`src/rtl/gs_pkg.sv`:
```
package gs_pkg;
  typedef enum logic [1:0] {
    TS_IDLE  = 2'd0,
    TS_RUN   = 2'd1,
    TS_FAULT = 2'd2
  } gs_state_e;
endpackage

```
`src/rtl/gs_slot_table.sv`:
```
module gs_slot_table #(
  parameter int DEPTH  = 16,
  parameter int AW     = 4,
  parameter int SLOT_W = 20,
  parameter int NRD    = 8
) (
  input  logic                  clk,
  input  logic                  we,
  input  logic [AW-1:0]         waddr,
  input  logic [SLOT_W-1:0]     wdata,
  input  logic [NRD*AW-1:0]     raddr,
  output logic [NRD*SLOT_W-1:0] rdata
);
  logic [SLOT_W-1:0] mem [DEPTH];

  always_ff @(posedge clk) begin
    if (we) mem[waddr] <= wdata;
  end

  for (genvar r = 0; r < NRD; r++) begin : g_rd
    assign rdata[r*SLOT_W +: SLOT_W] = mem[raddr[r*AW +: AW]];
  end
endmodule

```
`src/rtl/gs_gate_decode.sv`:
```
module gs_gate_decode #(
  parameter int NP = 4,
  parameter int NC = 8
) (
  input  logic [NP-1:0]    port_mask,
  input  logic [NC-1:0]    class_mask,
  output logic [NP*NC-1:0] gates
);
  for (genvar p = 0; p < NP; p++) begin : g_port
    assign gates[p*NC +: NC] = port_mask[p] ? ~class_mask : {NC{1'b1}};
  end
endmodule

```
`src/rtl/gs_thread.sv`:
```
module gs_thread
  import gs_pkg::*;
#(
  parameter int AW    = 4,
  parameter int DLY_W = 8,
  parameter int NP    = 4,
  parameter int NC    = 8
) (
  input  logic                      clk,
  input  logic                      rst,
  input  logic                      en,
  input  logic                      due,
  input  logic                      ep_zero,
  input  logic [AW-1:0]             entry_addr,
  input  logic [AW-1:0]             last_addr,
  input  logic                      tick,
  output logic [AW-1:0]             rd_addr,
  input  logic [DLY_W+NP+NC-1:0]    rd_slot,
  output logic                      active,
  output logic                      err,
  output logic [NP*NC-1:0]          gates
);
  gs_state_e          st_q;
  logic [AW-1:0]      cur_q;
  logic [DLY_W-1:0]   remain_q;
  logic [NP*NC-1:0]   gates_q;
  logic [NP*NC-1:0]   slot_gates;
  logic [DLY_W-1:0]   slot_delta;

  assign slot_delta = rd_slot[NP+NC +: DLY_W];

  gs_gate_decode #(.NP(NP), .NC(NC)) u_dec (
    .port_mask (rd_slot[NC +: NP]),
    .class_mask(rd_slot[0 +: NC]),
    .gates     (slot_gates)
  );

  always_comb begin
    if (st_q != TS_RUN) rd_addr = entry_addr;
    else if (cur_q == last_addr) rd_addr = entry_addr;
    else rd_addr = cur_q + AW'(1);
  end

  always_ff @(posedge clk) begin
    if (rst || !en) begin
      st_q     <= TS_IDLE;
      cur_q    <= '0;
      remain_q <= '0;
      gates_q  <= '1;
    end else begin
      unique case (st_q)
        TS_IDLE: begin
          if (ep_zero) begin
            st_q <= TS_FAULT;
          end else if (due) begin
            st_q     <= TS_RUN;
            cur_q    <= rd_addr;
            remain_q <= slot_delta;
            gates_q  <= slot_gates;
          end
        end
        TS_RUN: begin
          if (tick) begin
            if (remain_q <= DLY_W'(1)) begin
              cur_q    <= rd_addr;
              remain_q <= slot_delta;
              gates_q  <= slot_gates;
            end else begin
              remain_q <= remain_q - DLY_W'(1);
            end
          end
        end
        default: st_q <= TS_FAULT;
      endcase
    end
  end

  assign active = (st_q == TS_RUN);
  assign err    = (st_q == TS_FAULT);
  assign gates  = gates_q;
endmodule

```
`src/rtl/gs_sched_top.sv`:
```
module gs_sched_top #(
  parameter int NT     = 8,
  parameter int NP     = 4,
  parameter int NC     = 8,
  parameter int DEPTH  = 16,
  parameter int TIME_W = 16,
  parameter int DLY_W  = 8,
  parameter int TW     = $clog2(NT),
  parameter int AW     = $clog2(DEPTH)
) (
  input  logic                  clk,
  input  logic                  rst,
  input  logic                  sched_run,
  input  logic [TIME_W-1:0]     now_time,
  input  logic [TIME_W-1:0]     base_time,
  input  logic [TW-1:0]         act_cnt,
  input  logic [NT*TIME_W-1:0]  ep_delta,
  input  logic [NT*AW-1:0]      ep_addr,
  input  logic [NT*AW-1:0]      end_idx,
  input  logic                  delta_tick,
  input  logic                  tbl_we,
  input  logic [AW-1:0]         tbl_addr,
  input  logic [DLY_W-1:0]      tbl_delta,
  input  logic [NP-1:0]         tbl_ports,
  input  logic [NC-1:0]         tbl_classes,
  output logic [NT*NP*NC-1:0]   gate_open,
  output logic [NT-1:0]         thread_active,
  output logic [NT-1:0]         ep_err
);
  localparam int SLOT_W = DLY_W + NP + NC;
  localparam int GW     = NP * NC;

  logic [NT*AW-1:0]     rd_addr;
  logic [NT*SLOT_W-1:0] rd_slot;

  gs_slot_table #(.DEPTH(DEPTH), .AW(AW), .SLOT_W(SLOT_W), .NRD(NT)) u_tbl (
    .clk  (clk),
    .we   (tbl_we),
    .waddr(tbl_addr),
    .wdata({tbl_delta, tbl_ports, tbl_classes}),
    .raddr(rd_addr),
    .rdata(rd_slot)
  );

  for (genvar t = 0; t < NT; t++) begin : g_thr
    localparam logic [TW-1:0] IDX = TW'(t);
    logic              en;
    logic              due;
    logic [TIME_W:0]   start_at;

    assign start_at = {1'b0, base_time} + {1'b0, ep_delta[t*TIME_W +: TIME_W]};
    assign due      = ({1'b0, now_time} >= start_at);
    assign en       = sched_run && (IDX <= act_cnt);

    gs_thread #(.AW(AW), .DLY_W(DLY_W), .NP(NP), .NC(NC)) u_thr (
      .clk       (clk),
      .rst       (rst),
      .en        (en),
      .due       (due),
      .ep_zero   (ep_delta[t*TIME_W +: TIME_W] == '0),
      .entry_addr(ep_addr[t*AW +: AW]),
      .last_addr (end_idx[t*AW +: AW]),
      .tick      (delta_tick),
      .rd_addr   (rd_addr[t*AW +: AW]),
      .rd_slot   (rd_slot[t*SLOT_W +: SLOT_W]),
      .active    (thread_active[t]),
      .err       (ep_err[t]),
      .gates     (gate_open[t*GW +: GW])
    );
  end
endmodule

```
`config.mk`:
```
export PLATFORM = sky130hd
export DESIGN_NAME = gs_sched_top
export DESIGN_NICKNAME = d
export VERILOG_FILES = /design/src/rtl/gs_pkg.sv /design/src/rtl/gs_slot_table.sv /design/src/rtl/gs_gate_decode.sv /design/src/rtl/gs_thread.sv /design/src/rtl/gs_sched_top.sv
export SDC_FILE = /design/constraint.sdc
export NUM_CORES = 2
export LEC_CHECK = 0
export BUFFER_PORTS_ARGS = -buffer_cell sky130_fd_sc_hd__buf_2
export CAP_MARGIN = 20
export CORE_MARGIN = 2
export CORE_UTILIZATION = 35
export CTS_BUF_LIST = sky130_fd_sc_hd__clkbuf_16
export DETAILED_ROUTE_END_ITERATION = 12
export GPL_TIMING_DRIVEN = 0
export MAX_ROUTING_LAYER = met4
export PLACE_DENSITY = 0.61
export SLEW_MARGIN = 30
export SYNTH_ARGS = -nofsm -noshare
export SYNTH_HDL_FRONTEND = slang
export SYNTH_HIERARCHICAL = 1
export SYNTH_SLANG_ARGS = --single-unit
```
`constraint.sdc`:
```
create_clock -name clk -period 19.3 [get_ports clk]
set_input_delay 5.79 -clock clk [delete_from_list [all_inputs] [get_ports clk]]
set_output_delay 5.79 -clock clk [all_outputs]
set_load 0.01 [all_outputs]
```
==> run metrics <==
die footprint=0.161 mm2; Worst Path Arrival=11.84 ns; critical path fanouts, max=11; Setup crit end kind=flip-flop; synthesis warning total=6; RSZ-0062 raised after global routing=false; Final GP Congestion=1.03; biggest area consumer among synthesized cells=mux4_2; core area=0.156 mm2; Site Rows=145; post-DR wirelength/cell=31.1 um; Post-synth ARST share=0%; post-synthesis cell type count=77; Clock Path Buffers=3; DRT Wirelength=248000 um; Residual DRC=0; WP data required=19.89 ns; Mapped Area=0.0552 mm2; switching share of power=37.5%; slowest stage delay, CP=0.79 ns; Hold Slack=0.458 ns; Net Count, Synth=5710; Seq pwr share=32.3%; Mapped Cells=5166; die height=401 um; Worst Hold Depth=2; detailed-router iteration count before antenna repair=7; Final Setup Violations=0; fmax=88.9 MHz; first-pass GRT wire length=348000 um; root cell of the clock tree=clkbuf_16; Bufs and invs on worst path=2; htree depth=3; Post-CTS Resized=0; worst vdd ir=81.0 uV; post-synth top area share=20.9%; area delta synth->final=15.6%; Reg clk slew, reported paths=0.06 ns; post-route antenna net violation count=0; number of flops mapped to enable cells by yosys=320; R2R Path Start=g_thr[0].u_thr/st_q[1]; hold path startpoint=g_thr[5].u_thr/gates[16]; main flop type after synthesis=dfxtp_1; fin area=0.0638 mm2; fin cells=7960; Leak=24.6 nW; cell family with most CP delay=simple AND/OR/NAND/NOR gates; Fillers=15100; Pwr Density=79.7 mW/mm2; layout cells sized above 1=24.6%; # IOs=528; Slew headroom=20.8%; WHS Endpoint=g_thr[5].u_thr/gates[16]; Final Hold Fails=0; largest net degree at the start of global routing=33; Worst-Skew Late Latency=0.73 ns; DR vias=51100; CP Launch Type=input port; P_sw=0.00191 W; synth top area cells=mux4_2 21%, edfxtp_1 17%, dfxtp_1 13%, nand2_1 7.1%, ha_1 6.3%; CTS sink cnt=688; Port-buffer cells=527; Iteration-0 DRC Markers=6929; Hold-fix buffers, CTS=0; HP Class=flip-flop to flip-flop; TritonCTS buffer count=78; final worst path period need=11.25 ns; overall routing resource usage=30.6%; slowest CP cell=a2111oi_1; Yosys reg bits=688; Pint=0.00318 W; placed insts=7784; clock power share=30.9%; DIE WIDTH=401 um; Layout Skew=0.0585 ns; CP Cell Sequence=buf_2 > ha_1 > fa_1 > a21o_1 > a21oi_2 > and4b_1 > nor3_2 > o21bai_1 > a21oi_1 > xor2_1 > ha_1 > nand4_1 > nor4_1 > a2111oi_0 > a2111oi_1 > or3b_2 > a21oi_4 > and2_1 > buf_4 > nand2_1 > a31o_1; Crit Path Class=input port to flip-flop; most common cell in the netlist=nand2_1; Reg2Reg Depth=15; fin nets=6350; Max Cap Violations=0; antenna violations before repair=38; capturing point of the worst reg2reg path=g_thr[0].u_thr/gates[17]; grt ovf=0; Initial Utilization=35.3%; status=finished clean; commonest cells in the synthesized netlist=1043 x nand2_1, 512 x mux4_2, 368 x dfxtp_1; Worst Tran Pin Value=1.19 ns; Avg Vias per Cell=6.42; Post-CTS Setup Bufs=0; vias in the first global route=47700; CTS tree=yes; Placed Area=0.0610 mm2; Final Cycle Share=58.3%; most common cell type on the critical path=ha_1; flop2flop setup slack=14.06 ns; register area share after synthesis=30.8%; mean post-synth cell area=10.7 um2; DP Wirelength=192000 um; Final Max Slew Viols=0; Comb power frac=36.8%; Sum Neg Setup Slack=0 ns
==> worst max path at each step <==
stage | start | end | slack [ns] | cells past startpoint
after floorplan | base_time[0] | g_thr[6].u_thr/cur_q[0] | 9.23 | 21
after global placement | base_time[0] | g_thr[6].u_thr/cur_q[0] | 7.49 | 21
after detailed placement | base_time[0] | g_thr[6].u_thr/cur_q[0] | 7.45 | 21
after CTS | base_time[0] | g_thr[6].u_thr/cur_q[0] | 8.15 | 21
after global routing | base_time[0] | g_thr[6].u_thr/cur_q[0] | 7.76 | 21
final | base_time[0] | g_thr[6].u_thr/cur_q[0] | 8.05 | 21
==> stage by stage <==
step / utilization, % / setup slack (ns) / total power (W)
floorplan: - / 9.23 / 0.00283
global placement: 38.6 / 7.49 / 0.00346
detailed placement: 39.0 / 7.45 / 0.00348
CTS: 40.7 / 8.15 / 0.00504
global route: 40.8 / 7.76 / 0.00528
finish: 40.8 / 8.05 / 0.00508
==> worst register-to-register path: stages (launching register included) <==
cell and delay (ns):
dfxtp_1 0.75, nand2b_1 0.19, clkbuf_2 0.21, inv_1 0.20
o41ai_2 0.16, clkbuf_1 0.36, nand2_1 0.13, o21ai_0 0.24
nor2b_1 0.45, clkbuf_1 0.92, a22oi_1 0.55, nand2_1 0.41
buf_2 0.27, nand2_1 0.10, nand2_1 0.08, nand3_1 0.07
==> cells by family after synthesis <==
logic type               synth area share (%)
AND/OR/NAND/NOR                          15.3
flip-flops                               30.8
XOR/XNOR                                 2.44
multiplexers                             27.2
adder cells (fa/ha/maj)                  6.64
buffers and inverters                    4.31
AO/OA/AOI/OAI                            13.3
==> layer usage <==
| layer | GRT usage, % | wire length, um | vias up |
|---|---|---|---|
| met5 | - | 0 | - |
| met4 | 15.8 | 15900 | 0 |
| met3 | 12.8 | 35800 | 700 |
| met2 | 45.1 | 108000 | 3818 |
| met1 | 35.6 | 88300 | 25000 |
| li1 | - | - | 21600 |
==> sequential cells by signal, indices dropped and copies added, names as in the netlist <==
| register | count |
|---|---|
| g_thr.u_thr/gates | 256 |
| g_thr.u_thr/remain_q | 64 |
| g_thr.u_thr/st_q | 16 |
| g_thr.u_thr/cur_q | 32 |
| u_tbl/mem | 320 |
==> cells in the final DEF (no fill, tap or decap), types with 27 or more instances in the layout <==
cell          n
a21o_1       83
a21oi_1     204
a22oi_1     328
and2_1       27
buf_2       576
buf_4        56
buf_6        57
clkbuf_1    200
clkbuf_16    80
dfxtp_1     368
diode_2      36
edfxtp_1    320
ha_1        280
inv_1       113
mux4_1      128
mux4_2      512
nand2_1    1043
nand2b_1     31
nand3_1     311
nand4_1      29
nor2_1      151
nor2b_1      55
nor3_1       65
nor4_1       46
o21ai_0     130
o21ai_1      30
xnor2_1      67
xor2_1       87
==> layout make-up <==
| cell class | count | area [um2] | area share [%] |
|---|---|---|---|
| inverters | 100 | 375 | 0.588 |
| diodes | 36 | 90.1 | 0.141 |
| clock inverters | 60 | 682 | 1.07 |
| multi-input cells | 4015 | 35900 | 56.3 |
| clock buffers | 80 | 2000 | 3.14 |
| plain buffers | 363 | 2010 | 3.15 |
| flip-flops and latches | 688 | 17000 | 26.6 |
| repair buffers | 560 | 3160 | 4.96 |
| well taps | 2058 | 2570 | 4.03 |
==> power groups by stage <==
stage / sequential [W] / clock, W / combinational, W
after detailed placement: 0.00167 / 0 / 0.00181
after global routing: 0.00165 / 0.00164 / 0.00199
after floorplan: 0.00166 / 0 / 0.00117
after CTS: 0.00164 / 0.00159 / 0.00182
final: 0.00164 / 0.00157 / 0.00187
after global placement: 0.00167 / 0 / 0.00179
Note: power is estimated with default switching activity, not from simulation.
